==> src/rtl/sshift_pkg.sv <==
package sshift_pkg;
  typedef enum logic [1:0] {ST_IDLE, ST_TX, ST_RX} shift_state_t;

  typedef struct packed {
    logic loadTx;
    logic shiftTx;
    logic sampleRx;
    logic captureRx;
  } shift_strobe_t;
endpackage

==> src/rtl/sshift_ctrl.sv <==
module sshift_ctrl
  import sshift_pkg::*;
#(
  parameter int DATA_W  = 8,
  parameter int CLK_DIV = 12
) (
  input  logic          clk,
  input  logic          rst_n,
  input  logic          wrEn,
  input  logic          rxEnable,
  input  logic          clrTxDone,
  input  logic          clrRxDone,
  output shift_strobe_t strb,
  output logic          sckOut,
  output logic          sdOe,
  output logic          txDone,
  output logic          rxDone
);
  localparam int HALF  = CLK_DIV / 2;
  localparam int DIV_W = $clog2(CLK_DIV);
  localparam int BIT_W = $clog2(DATA_W);

  shift_state_t     state;
  logic [DIV_W-1:0] divCnt;
  logic [BIT_W-1:0] bitCnt;
  logic lastDiv, lastBit, startTx, startRx, txEnd, rxEnd;

  always_comb begin
    lastDiv = (divCnt == DIV_W'(CLK_DIV - 1));
    lastBit = (bitCnt == BIT_W'(DATA_W - 1));
    startTx = (state == ST_IDLE) && wrEn;
    startRx = (state == ST_IDLE) && !wrEn && rxEnable && !rxDone;
    txEnd   = (state == ST_TX) && lastBit && lastDiv;
    rxEnd   = (state == ST_RX) && lastBit && (divCnt == DIV_W'(HALF));
    strb.loadTx    = startTx;
    strb.shiftTx   = (state == ST_TX) && lastDiv;
    strb.sampleRx  = (state == ST_RX) && (divCnt == DIV_W'(HALF - 1));
    strb.captureRx = rxEnd;
  end

  always_ff @(posedge clk or negedge rst_n) begin
    if (!rst_n) begin
      state  <= ST_IDLE;
      divCnt <= '0;
      bitCnt <= '0;
    end else if (startTx || startRx) begin
      state  <= startTx ? ST_TX : ST_RX;
      divCnt <= '0;
      bitCnt <= '0;
    end else if (txEnd || rxEnd) begin
      state  <= ST_IDLE;
      divCnt <= '0;
      bitCnt <= '0;
    end else if (state != ST_IDLE) begin
      divCnt <= lastDiv ? '0 : divCnt + 1'b1;
      if (lastDiv) bitCnt <= bitCnt + 1'b1;
    end
  end

  always_ff @(posedge clk or negedge rst_n) begin
    if (!rst_n) begin
      txDone <= 1'b0;
      rxDone <= 1'b0;
    end else begin
      if (txEnd)          txDone <= 1'b1;
      else if (clrTxDone) txDone <= 1'b0;
      if (rxEnd)          rxDone <= 1'b1;
      else if (clrRxDone) rxDone <= 1'b0;
    end
  end

  assign sckOut = (state == ST_IDLE) || (divCnt >= DIV_W'(HALF));
  assign sdOe   = (state == ST_TX);

  // the last tick of the eighth transmit bit raises the flag
  a_r4_tx_flag: assert property (@(posedge clk) disable iff (!rst_n)
    (state == ST_TX && lastBit && lastDiv) |=> txDone);
  // an unacknowledged receive keeps the engine idle
  a_r7_rx_interlock: assert property (@(posedge clk) disable iff (!rst_n)
    (state == ST_IDLE && rxDone && !wrEn) |=> state == ST_IDLE);
  // flags hold without a clear
  a_r10_tx_hold: assert property (@(posedge clk) disable iff (!rst_n)
    (txDone && !clrTxDone) |=> txDone);
  a_r10_rx_hold: assert property (@(posedge clk) disable iff (!rst_n)
    (rxDone && !clrRxDone) |=> rxDone);
  // a write during a transfer does not restart it
  a_r9_busy_write: assert property (@(posedge clk) disable iff (!rst_n)
    (state == ST_TX && wrEn && !lastDiv) |=> state == ST_TX && divCnt == $past(divCnt) + 1'b1);
endmodule

==> src/rtl/sshift_dp.sv <==
module sshift_dp
  import sshift_pkg::*;
#(
  parameter int DATA_W = 8
) (
  input  logic              clk,
  input  logic              rst_n,
  input  shift_strobe_t     strb,
  input  logic [DATA_W-1:0] wrData,
  input  logic              sdIn,
  output logic              sdOut,
  output logic [DATA_W-1:0] rxData
);
  logic [DATA_W-1:0] shiftReg;
  logic [DATA_W-1:0] rxBuf;

  always_ff @(posedge clk or negedge rst_n) begin
    if (!rst_n) begin
      shiftReg <= '0;
      rxBuf    <= '0;
    end else begin
      if (strb.loadTx)        shiftReg <= wrData;
      else if (strb.shiftTx)  shiftReg <= {1'b0, shiftReg[DATA_W-1:1]};
      else if (strb.sampleRx) shiftReg <= {sdIn, shiftReg[DATA_W-1:1]};
      if (strb.captureRx)     rxBuf <= shiftReg;
    end
  end

  assign sdOut  = shiftReg[0];
  assign rxData = rxBuf;

  // the sampled line value enters at the top of the register
  a_r6_sample_in: assert property (@(posedge clk) disable iff (!rst_n)
    strb.sampleRx |=> shiftReg[DATA_W-1] == $past(sdIn));
  // without a strobe the shift register keeps its contents
  a_r2_hold: assert property (@(posedge clk) disable iff (!rst_n)
    !(strb.loadTx || strb.shiftTx || strb.sampleRx) |=> $stable(shiftReg));
  // the received byte only changes on capture
  a_r7_rxbuf_hold: assert property (@(posedge clk) disable iff (!rst_n)
    !strb.captureRx |=> $stable(rxBuf));
endmodule

==> src/rtl/sshift_master.sv <==
module sshift_master
  import sshift_pkg::*;
#(
  parameter int DATA_W  = 8,
  parameter int CLK_DIV = 12
) (
  input  logic              clk,
  input  logic              rst_n,
  input  logic              wrEn,
  input  logic [DATA_W-1:0] wrData,
  input  logic              rxEnable,
  input  logic              intEnable,
  input  logic              clrTxDone,
  input  logic              clrRxDone,
  input  logic              sdIn,
  output logic              sdOut,
  output logic              sdOe,
  output logic              sckOut,
  output logic [DATA_W-1:0] rxData,
  output logic              txDone,
  output logic              rxDone,
  output logic              irq
);
  shift_strobe_t strb;

  sshift_ctrl #(.DATA_W(DATA_W), .CLK_DIV(CLK_DIV)) u_ctrl (
    .clk(clk), .rst_n(rst_n), .wrEn(wrEn), .rxEnable(rxEnable),
    .clrTxDone(clrTxDone), .clrRxDone(clrRxDone), .strb(strb),
    .sckOut(sckOut), .sdOe(sdOe), .txDone(txDone), .rxDone(rxDone)
  );

  sshift_dp #(.DATA_W(DATA_W)) u_dp (
    .clk(clk), .rst_n(rst_n), .strb(strb), .wrData(wrData),
    .sdIn(sdIn), .sdOut(sdOut), .rxData(rxData)
  );

  assign irq = intEnable && (txDone || rxDone);

  // the data line is never driven while shifting in
  a_r5_no_drive_rx: assert property (@(posedge clk) disable iff (!rst_n)
    strb.sampleRx |-> !sdOe);
  // the shift clock rises exactly when a sample is taken in receive
  a_r3_rise_on_sample: assert property (@(posedge clk) disable iff (!rst_n)
    strb.sampleRx |=> $rose(sckOut));
endmodule

==> config.mk <==
export PLATFORM = sky130hd
export DESIGN_NAME = sshift_master
export DESIGN_NICKNAME = d
export VERILOG_FILES = /design/src/rtl/sshift_pkg.sv /design/src/rtl/sshift_ctrl.sv /design/src/rtl/sshift_dp.sv /design/src/rtl/sshift_master.sv
export SDC_FILE = /design/constraint.sdc
export NUM_CORES = 1
export LEC_CHECK = 0
export ABC_CLOCK_PERIOD_IN_PS = 2400
export BUFFER_PORTS_ARGS = -buffer_cell sky130_fd_sc_hd__buf_2
export CAP_MARGIN = 20
export CORE_ASPECT_RATIO = 0.9
export CORE_MARGIN = 3
export CORE_UTILIZATION = 55
export CTS_BUF_LIST = sky130_fd_sc_hd__clkbuf_4 sky130_fd_sc_hd__clkbuf_8
export DETAILED_ROUTE_END_ITERATION = 6
export GPL_ROUTABILITY_DRIVEN = 0
export MAX_ROUTING_LAYER = met4
export PLACE_DENSITY = 0.8
export SYNTH_ARGS = -nofsm -noshare
export SYNTH_HDL_FRONTEND = slang
export SYNTH_HIERARCHICAL = 1
export SYNTH_SLANG_ARGS = --single-unit
==> constraint.sdc <==
create_clock -name clk -period 2.4 [get_ports clk]
set_input_delay 0.48 -clock clk [delete_from_list [all_inputs] [get_ports clk]]
set_output_delay 0.48 -clock clk [all_outputs]
set_load 0.01 [all_outputs]
======== Word-level counts from Yosys, hierarchy flattened ========
Index checks and enable logic that the tools add are counted.
storage, ports and cells
  output and inout port bits .............. 14
  input port bits ......................... 16
  register bits ........................... 27
operators by class
  reduce and logical (&&, ||, !) cells .... 26
  muxes and demuxes ....................... 18
  equality and inequality tests ........... 6
  add/subtract/negate cells ............... 2
  order comparisons ....................... 1
operator list
  kind                                                  count
  2-to-1 mux 8 bit                                      3
  2-to-1 mux 4 bit                                      4
  2-to-1 mux 3 bit                                      4
  logical AND 1 bit                                     11
  nonzero test 3 bit                                    3
  == test 4 x 3 -> 1 bit (second input constant)        2
  nonzero test 2 bit                                    4
  2-to-1 mux 2 bit                                      3
  adder 4 x 1 -> 4 bit (second input constant)          1
  == test 4 bit (second input constant)                 1
  >= comparator 4 x 3 -> 1 bit (second input constant)  1
  logical OR 1 bit                                      4
  2-to-1 mux 1 bit                                      4
  adder 3 x 1 -> 3 bit (second input constant)          1
  == test 3 bit (second input constant)                 1
  == test 2 x 1 -> 1 bit (second input constant)        1
  == test 2 bit (second input constant)                 1
  logical NOT 1 bit                                     2
  logical NOT 2 bit                                     1
  AND reduction 2 bit                                   1

======== Longest topological paths before layout ========
Gate-level depths: netlist of run 1.
  depth in word-level cells ............... 7
  mapped depth ............................ 7
  mapped depth without buffers ............ 5

======== Modules after synthesis ========
Netlist of run 1, hierarchy kept.
by module, submodules not included
  module         cells an instance  times used  area an instance (µm²)
  sshift_ctrl    73                 1           737.0
  sshift_dp      55                 1           737.0
  sshift_master  1                  1           7.5

======== Worst setup path before layout of run 1 ========
No wires, ideal clock.
  path kind ............................... flip-flop to flip-flop
  start point ............................. reg u_ctrl.divCnt[0]
  end point ............................... reg u_dp.shiftReg[0]
  stages on the path, launching flop included .. 8
  period minus slack after synthesis ...... 1.760 ns
  setup slack ............................. 0.640 ns
  data arrival time ....................... 1.634 ns
  path through ............................ dfrtp_1 > ha_1 > nand3b_1 > nor3_1 > buf_6 > or2_1 > buf_6 > a221o_1
RTL lines
  item                      RTL line           text
  start: declaration        sshift_ctrl.sv:24  logic [DIV_W-1:0] divCnt;
  start signal: assignment  sshift_ctrl.sv:55  divCnt <= lastDiv ? '0 : divCnt + 1'b1;
  end signal: assignment    sshift_dp.sv:22    if (strb.loadTx) shiftReg <= wrData;
  end signal: assignment    sshift_dp.sv:23    else if (strb.shiftTx) shiftReg <= {1'b0, shiftReg[DATA_W-1:1]};
  end signal: assignment    sshift_dp.sv:24    else if (strb.sampleRx) shiftReg <= {sdIn, shiftReg[DATA_W-1:1]};
  end: declaration          sshift_dp.sv:14    logic [DATA_W-1:0] shiftReg;

======== Final worst setup path of run 1 ========
  start point ............................. reg u_ctrl.divCnt[0]
  end point ............................... out sckOut
on the way
  cells in the longest elaborated chain, start to end .. 2
ends and longest elaborated chain
  item                          RTL line             text
  >= comparator 4 x 3 -> 1 bit  sshift_ctrl.sv:72    assign sckOut = (state == ST_IDLE) || (divCnt >= DIV_W'(HALF));
  logical OR 1 bit              sshift_ctrl.sv:72
  end: declaration              sshift_master.sv:18  output logic sckOut,
Every way passes these cells.

==> summary by stage, run 1 <==
Outcome
The run finished with clean final reports.

Critical path
The worst setup path is of the reg2out kind. The signal on the critical path passes through inv_1 -> ha_1 -> o21ai_0 -> nand3b_1 -> buf_2. The required time reported for the critical path endpoint is between 1500 and 2000 ps.

The reg2reg setup slack is 490 ps. On the critical path, the stage with the largest delay is an instance of sky130_fd_sc_hd__dfrtp_1. Of all nets on the critical path, the largest fanout is 6. The logic depth of the worst register-to-register path is 6.

The endpoint identified for the worst register-to-register timing path is u_dp/shiftReg[5]$_DFFE_PN0P_. The kind of start point of the critical path is a flop. For this run, the slowest stage of the critical path takes approximately 470 ps.

The critical path arrival is 1490 ps. The reg-to-reg startpoint is u_ctrl/divCnt[1]$_DFFE_PN0P_. The critical path capture point type is an output pin.

Route
For this run, design rule violations remaining after detail routing come to 0. The routed wire length is 2.91 mm. The detail-routed via count per cell is about 6.2. The length of the first detailed-routing pass in iterations is 4. The detailed router finished its first iteration with 34 violations. The count of nets left with antenna violations once routing finished came out at 0. The routed via count is between 1,000 and 1,500. The routed wirelength normalized by instance count is 16.2 µm.

Pwr
VDD sags by at most about 0.46 mV. The switching power total is 338 µW. Of the total power, the clock network draws 0.188. The combinational power share is 0.256. Of the total power, registers draw 0.556. The reported leakage power is 0.000842 µW. The internal power contribution is 740 µW.

The power density of the placed cells is 667 nW/µm². Of the total power, the share spent switching nets is 0.314.

Layout
The count of antenna diodes in the layout is 0. With fillers left out, the area of the finished cells amounts to 1620 µm². In the final layout, flip-flops and latches occupy around 680 µm². The filler cells instantiated in the layout total 200.

In the final layout, the share of cells above drive strength 1 is 0.316. The net count reported at finish is 174. In the layout the commonest cells are sky130_fd_sc_hd__buf_2 (29), sky130_fd_sc_hd__dfrtp_1 (27), sky130_fd_sc_hd__nor2b_1 (9), sky130_fd_sc_hd__inv_1 (8), sky130_fd_sc_hd__mux2_2 (8). The library cell used most frequently in the layout, excluding fill and tap cells, is sky130_fd_sc_hd__buf_2. Once layout is complete, the cells apart from fillers number 180. In the final layout, the multi-input gates occupy roughly 690 µm². Compared with the post-synthesis result, the final layout area differs by 9.12%.

Global route
The number of global-route vias before repair was ~1,100. The number of antenna violations at the first check in global routing came to 0. The aggregate global routing overflow is 0. Entering global routing, the biggest net connects 28 pins. For this run, the total global-route usage over all layers was measured as 0.196. The global-route wire length before repair is 5.00 mm.

Clocking
The root buffer cell is sky130_fd_sc_hd__clkbuf_4. The count of cells resized by post-cts repair is 0. TritonCTS created 3 clock buffers. Post-CTS timing repair inserted 0 buffers for setup. The clock network latency to the later pin of the worst-skew pair is 320 ps. The hold buffer count at CTS is 0.

The number of buffers on the longest clock path is 2. TritonCTS built the clock tree. The H-tree level count is 1. CTS saw 27 sinks. Clock-pin slew was measured on the worst setup and hold paths at between 100 and 150 ps.

Timing
The number of pins exceeding their max-slew limit in the final report is 0. The normalized max-slew margin is 0.513. At the pin with the least slew margin, the transition time is around 730 ps. Setup repair after global routing left no endpoint under its margin. Based on the critical path, the design can be clocked at up to 0.507 GHz. Adding up every negative setup slack in the final design gives 0 ps. Setup violations remaining at the end of the flow were counted as 0. The final critical-path required period is 1970 ps.

The count of final hold-check violations is 0. After layout, the worst setup slack is between 400 and 500 ps. The final clock period utilization by the worst path is 0.823. The final setup skew is roughly 7.5 ps.

Placed design
The pre-CTS setup slack is 554 ps. The instance count after placement with tap cells included is 176. Detailed placement ended at an HPWL of 2.12 mm. The placement-stage cell area is 1590 µm². The count of input and output buffers is 29.

Synthesis
Counting flops with a built-in enable in the synthesized netlist gives 0. Synthesis inferred 27 register bits. The synthesized netlist contains 39 unique library cells. The post-synthesis cell count is 129. The warning count from the yosys run is 6. The most used flip-flop cell after synthesis is sky130_fd_sc_hd__dfrtp_1. The post-synth net total is 150. The sequential share of the synthesized area is 0.456.

After synthesis, the mean cell area works out to around 11 µm². After synthesis, the share of flip-flops with an asynchronous set or reset is 1.00. The synthesized cell area is between 1000 and 1500 µm².

Floorplanning
The die extent in x is slightly above 60 µm. The y dimension of the die is roughly 55 µm. The die covers 3350 µm². The number of core rows is 17. The core box area is 2510 µm². For this design the top-level I/O count stands at 30.

The initial utilization of the core area, before any placement, comes to 0.590.

Min path
The worst hold path belongs to the class in2async.

Run
Across the run, the number of max-cap violations was 0.
-- metrics by stage --
stage	hold WS [ps]	power, µW	util
after global routing	158	1160	0.644
after global placement	484	859	0.632
after detailed placement	489	879	0.632
after floorplan	184	793	-
final	138	1080	0.644
after CTS	156	1080	0.644
-- per-layer routing --
layer / track usage / share of wire / up-vias
met1: 0.269 / 0.45 / 559
li1: - / - / 528
met2: 0.308 / 0.49 / 25
met3: 0.0444 / 0.052 / 2
met5: - / 0 / -
met4: 0.0186 / 0.0048 / 0
-- cell usage after synthesis (2+ instances only) --
cell type,n,area [µm²]
sky130_fd_sc_hd__o21ai_0,2,10.0
sky130_fd_sc_hd__nor4b_1,7,61.3
sky130_fd_sc_hd__dfrtp_1,27,676
sky130_fd_sc_hd__nand4_1,2,12.5
sky130_fd_sc_hd__ha_1,5,62.6
sky130_fd_sc_hd__a32oi_1,3,26.3
sky130_fd_sc_hd__or2_1,2,12.5
sky130_fd_sc_hd__buf_6,3,33.8
sky130_fd_sc_hd__nor2b_1,9,56.3
sky130_fd_sc_hd__and3_1,2,12.5
sky130_fd_sc_hd__buf_2,3,15.0
sky130_fd_sc_hd__nand3b_1,2,15.0
sky130_fd_sc_hd__inv_1,8,30.0
sky130_fd_sc_hd__nand3_1,6,30.0
sky130_fd_sc_hd__nand2_1,2,7.51
sky130_fd_sc_hd__o21bai_1,2,15.0
sky130_fd_sc_hd__mux2_2,8,90.1
sky130_fd_sc_hd__a21o_1,2,15.0
sky130_fd_sc_hd__a221o_1,7,70.1
sky130_fd_sc_hd__nor3_1,2,10.0
sky130_fd_sc_hd__buf_4,4,30.0
sky130_fd_sc_hd__a2111oi_2,3,45.0
sky130_fd_sc_hd__nor3_2,2,20.0
-- how the worst max path moves through the flow --
stage | startpoint | end | slack, ps | depth (start not counted)
2_1_floorplan | u_ctrl/divCnt[0]$_DFFE_PN0P_ | u_dp/shiftReg[0]$_DFFE_PN0P_ | 640 | 7
3_3_place_gp | u_ctrl/divCnt[1]$_DFFE_PN0P_ | u_dp/shiftReg[5]$_DFFE_PN0P_ | 600 | 6
3_5_place_dp | wrEn | u_dp/shiftReg[1]$_DFFE_PN0P_ | 550 | 4
4_1_cts | u_ctrl/divCnt[0]$_DFFE_PN0P_ | sckOut | 430 | 5
5_1_grt | u_ctrl/divCnt[0]$_DFFE_PN0P_ | sckOut | 290 | 5
6_report | u_ctrl/divCnt[0]$_DFFE_PN0P_ | sckOut | 430 | 5
-- power by group through the flow --
stage	registers (µW)	clock network, µW	logic, µW
CTS	594	211	278
detailed placement	602	0	277
global route	609	226	326
global placement	597	0	263
finish	599	202	276
floorplan	580	0	213
-- cells by family after synthesis --
group,Yosys count,share of synthesized area
simple gates,44,0.205
buf+inv,19,0.0760
mux,9,0.0676
flops,27,0.456
fa+ha+maj,5,0.0422
compound gates,25,0.153
-- sequential cells by signal, summed over array words and instances (netlist names) --
| name | count |
|---|---|
| u_ctrl/txDone | 1 |
| u_ctrl/divCnt | 4 |
| u_dp/shiftReg | 8 |
| u_ctrl/bitCnt | 3 |
| u_dp/rxData | 8 |
| u_ctrl/state | 2 |
| u_ctrl/rxDone | 1 |
-- worst max-delay path: cells and delay by family (launching register included) --
family                     cells  cell delay (ps)
adders and majority gates      1              220
buffers and inverters          2              250
AOI/OAI and AO/OA              1              160
and+or+nand+nor                1               80
DFF                            1              470
-- cell type report --
cell class              count  area share
repair buffers             30      0.0944
multi-input cells          83       0.429
inverters                   8      0.0186
clock buffers               4      0.0186
flip-flops and latches     27       0.418
well taps                  28      0.0217
(Power assumes the default switching activity.)
==> run 2, diff against run 1 <==
--- a/config.mk
+++ b/config.mk
@@ -5,17 +5,17 @@
 export SDC_FILE = /design/constraint.sdc
 export NUM_CORES = 1
 export LEC_CHECK = 0
-export ABC_CLOCK_PERIOD_IN_PS = 2400
+export ABC_CLOCK_PERIOD_IN_PS = 1600
 export BUFFER_PORTS_ARGS = -buffer_cell sky130_fd_sc_hd__buf_2
 export CAP_MARGIN = 20
 export CORE_ASPECT_RATIO = 0.9
 export CORE_MARGIN = 3
-export CORE_UTILIZATION = 55
+export CORE_UTILIZATION = 51
 export CTS_BUF_LIST = sky130_fd_sc_hd__clkbuf_4 sky130_fd_sc_hd__clkbuf_8
 export DETAILED_ROUTE_END_ITERATION = 6
 export GPL_ROUTABILITY_DRIVEN = 0
 export MAX_ROUTING_LAYER = met4
-export PLACE_DENSITY = 0.8
+export PLACE_DENSITY = 0.78
 export SYNTH_ARGS = -nofsm -noshare
 export SYNTH_HDL_FRONTEND = slang
 export SYNTH_HIERARCHICAL = 1
==> constraint.sdc (replaced) <==
create_clock -name clk -period 1.6 [get_ports clk]
set_input_delay 0.32 -clock clk [delete_from_list [all_inputs] [get_ports clk]]
set_output_delay 0.32 -clock clk [all_outputs]
set_load 0.01 [all_outputs]
==> run 2 against run 1 <==
  * Count of clock-buffer cells in the layout decreased by 1
  * Clock power increased by 56%
  * The flow now finishes with violations (setup timing)
  * Highest routed layer unchanged
  * First-iteration DRC count increased by 110%
  * Largest cell class unchanged
  * Critical endpoint is now u_dp/shiftReg[2]$_DFFE_PN0P_
  * Worst hold slack improved by 45 ps
  * Non-clock buffer count increased by 28
  * Sequential power increased by 44%
==> summary by stage, run 2 (synthesis gave the netlist of run 1 again) <==
Clocking
The TritonCTS buffer count is 3 (unchanged). The number of clock sinks seen by CTS is 27 (unchanged). The number of buffers on the longest clock path is 2 (unchanged). The clock network latency to the later pin of the worst-skew pair is 340 ps (was 320 ps). The H-tree level count is 1 (unchanged).

The clock transition at the registers of the reported paths is 160 ps (was 140 ps). The clock tree from TritonCTS is yes (unchanged). The root buffer cell is sky130_fd_sc_hd__clkbuf_4 (unchanged).

Global route
The global-route wire length before repair is 6.26 mm (was 5.00 mm). The aggregate global routing overflow is 0 (unchanged). The total routing usage reported by global routing is 0.226 (was 0.196). The number of antenna violations at the first check in global routing is 0 (unchanged). The largest net degree at the start of global routing is 28 (unchanged). The number of global-route vias before repair was 1,301 (was 1,078).

Timing
The worst path setup slack after routing was -168 ps (was 426 ps). The normalized max-slew margin is 0.597 (was 0.513). RSZ-0062 raised after global routing: yes (was no).

The transition time of the tightest slew-check pin is 604 ps (was 730 ps). Timing would allow up to about 0.57 GHz. The count of final hold-check violations is 0 (unchanged).

The number of pins exceeding their max-slew limit in the final report is 0 (unchanged). The worst path in the final design needs a cycle of 1770 ps, including I/O delays and setup. The final setup skew is 15.4 ps (was 7.52 ps). The setup-violating endpoint count in the final report came to 14 (was 0). Dividing the final minimum period by the clock period gives 1.10.

Critical path
The largest stage delay on the critical path is 410 ps (was 470 ps). The maximum fanout encountered on the critical timing path came to 8 (was 6). The critical path's slowest cell is sky130_fd_sc_hd__dfrtp_1 (unchanged). The required time reported for the critical path endpoint was 1830 ps (was 1920 ps). CP Cell Sequence: buf_4 -> ha_4 -> nand3b_1 -> nor3_2 -> buf_6 -> nor4b_1 -> a221o_1 (was inv_1 -> ha_1 -> o21ai_0 -> nand3b_1 -> buf_2). The critical path capture point type is a flop (was output pin). The type of the setup path with the least slack was reg2reg (was reg2out). The kind of start point of the critical path is a flop (unchanged). The top cell family by delay on the critical path is simple AND/OR/NAND/NOR gates (was flip-flops). The critical path arrival was 2000 ps (was 1490 ps).

The count of buffer and inverter cells on the critical path is 2 (unchanged).

Placed design
The detailed placement HPWL is 2.40 mm (was 2.12 mm). The instance count after placement with tap cells included is 199 (was 176). The count of input and output buffers is 29 (unchanged). The placement-stage cell area is 1720 µm² (was 1590 µm²).

Layout
The ratio of cells with drive above 1 in the final layout came to 0.503 (was 0.316). The most common library cell in the layout ignoring fill and taps is sky130_fd_sc_hd__buf_2 (unchanged). The net count reported at finish is 203 (was 174). Most frequent cells in the layout: sky130_fd_sc_hd__buf_2 (29), sky130_fd_sc_hd__dfrtp_1 (27), sky130_fd_sc_hd__buf_4 (20), sky130_fd_sc_hd__nor2b_1 (8), sky130_fd_sc_hd__mux2_4 (8) (was sky130_fd_sc_hd__buf_2 (29), sky130_fd_sc_hd__dfrtp_1 (27), sky130_fd_sc_hd__nor2b_1 (9), sky130_fd_sc_hd__inv_1 (8), sky130_fd_sc_hd__mux2_2 (8)). The area growth from synthesis to layout is 37.7% (was 9.12%). The final instance count without filler cells is 219 (was 180).

The finished layout cell area is 2040 µm² (was 1620 µm²). The count of antenna diodes in the layout is 0 (unchanged). The number of filler instances in the final layout was 159 (was 200).

Pwr
The share of power burned in registers is 0.412 (was 0.556). The worst vdd rail ir drop was 0.548 mV (was 0.460 mV). The share of total power consumed by net switching came to 0.340 (was 0.314). The combinational power share is 0.437 (was 0.256).

The power density of the placed cells came to 1020 nW/µm² (was 667 nW/µm²). The internal power contribution is 1380 µW (was 740 µW). The reported leakage power is 0.00101 µW (was 0.000842 µW). The relative contribution of the clock network to total power is 0.151 (was 0.188). The switching power total is 709 µW (was 338 µW).

Min path
The worst hold path class is in2reg (was in2async).

Route
The residual DRC count is 0 (unchanged). The detail-routed via count per cell was 6.00 (was 6.19). The routed wirelength normalized by instance count is 19.4 µm (was 16.2 µm).

The initial DRC count is 73 (was 34). The routed via count is 1,314 (was 1,114). The routed wire length came to 4.24 mm (was 2.91 mm). The length of the first detailed-routing pass in iterations is 4 (unchanged). The residual antenna-violating net count after detailed routing is 0 (unchanged).

Run
The number of maximum-capacitance constraint violations was 0 (unchanged).

Floorplanning
The die extent in x is 62.8 µm (was 60.7 µm). The initial standard-cell utilization of the core is 0.566 (was 0.590). The y dimension of the die came to 57.1 µm (was 55.2 µm). The I/O pin count came to 30 (unchanged). The number of core rows is 17 (unchanged). The die area was 3590 µm² (was 3350 µm²). The core box area was 2620 µm² (was 2510 µm²).

Outcome
The checks that failed: setup timing. Run status: finished, violations left (was finished, final reports clean).
[run 2: worst reg2reg max path: cells and delay by family, from the launching register on]
family | cells | cell delay, ps
adder cells (fa/ha/maj) | 1 | 140
AO/OA/AOI/OAI | 1 | 250
buffers and inverters | 2 | 350
flip-flops | 1 | 410
AND/OR/NAND/NOR | 3 | 520
[run 2: per-stage QoR]
step / hold slack [ps] / power, µW / setup TNS (ps) / worst slack [ps] / utilization
final: 183 / 2090 / -1410 / -168 / 0.780
after global routing: 182 / 2210 / -2320 / -242 / 0.780
after CTS: 184 / 1960 / -613 / -65.7 / 0.736
after detailed placement: 364 / 1440 / 0 / 14.7 / 0.658
after global placement: 351 / 1390 / 0 / 46.5 / 0.658
after floorplan: 24.4 / 1200 / -881 / -117 / -
[run 2: power groups by stage]
stage                     sequential (µW)  clock (µW)  combinational, µW
after floorplan                       872           0                325
after global placement                858           0                536
after detailed placement              871           0                572
after CTS                             848         316                796
after global routing                  869         352                989
final                                 860         315                912
[run 2: layer usage]
layer  global-route usage  share of wire  vias to the layer above
met5                    -              0                        -
met4               0.0818          0.025                        0
met3               0.0551          0.060                       13
met2                0.383           0.50                       63
met1                0.262           0.41                      650
li1                     -              -                      588
[run 2: worst paths after layout]
| check | end | cells after the start | slack [ps] | startpoint |
|---|---|---|---|---|
| max | u_dp/shiftReg[2]$_DFFE_PN0P_ | 7 | -170 | u_ctrl/divCnt[1]$_DFFE_PN0P_ |
| min | u_dp/shiftReg[7]$_DFFE_PN0P_ | 3 | 180 | wrData[7] |
| max reg2reg | u_dp/shiftReg[2]$_DFFE_PN0P_ | 7 | -170 | u_ctrl/divCnt[1]$_DFFE_PN0P_ |
| min reg2reg | u_ctrl/txDone$_DFFE_PN0P_ | 1 | 520 | u_ctrl/txDone$_DFFE_PN0P_ |
| max in group asynchronous | u_dp/rxData[3]$_DFFE_PN0P_ | 2 | 700 | rst_n |
| min in group asynchronous | u_dp/shiftReg[4]$_DFFE_PN0P_ | 2 | 500 | rst_n |
[run 2: cell type report]
type | count | area, µm² | area share
multi-input cells | 84 | 843 | 0.413
flip-flops and latches | 27 | 676 | 0.331
repair buffers | 58 | 413 | 0.202
well taps | 38 | 47.5 | 0.0233
inverters | 8 | 30.0 | 0.0147
clock buffers | 3 | 22.5 | 0.0110
clock inverters | 1 | 7.51 | 0.00368
[run 2: repair_timing]
item,in CTS,in global routing
pin swaps,5,9
cloned,0,1
hold endpoints to repair,17,0
setup buffers,11,3
setup endpoints to repair,10,23
hold buffers,1,0
resized for setup,13,20
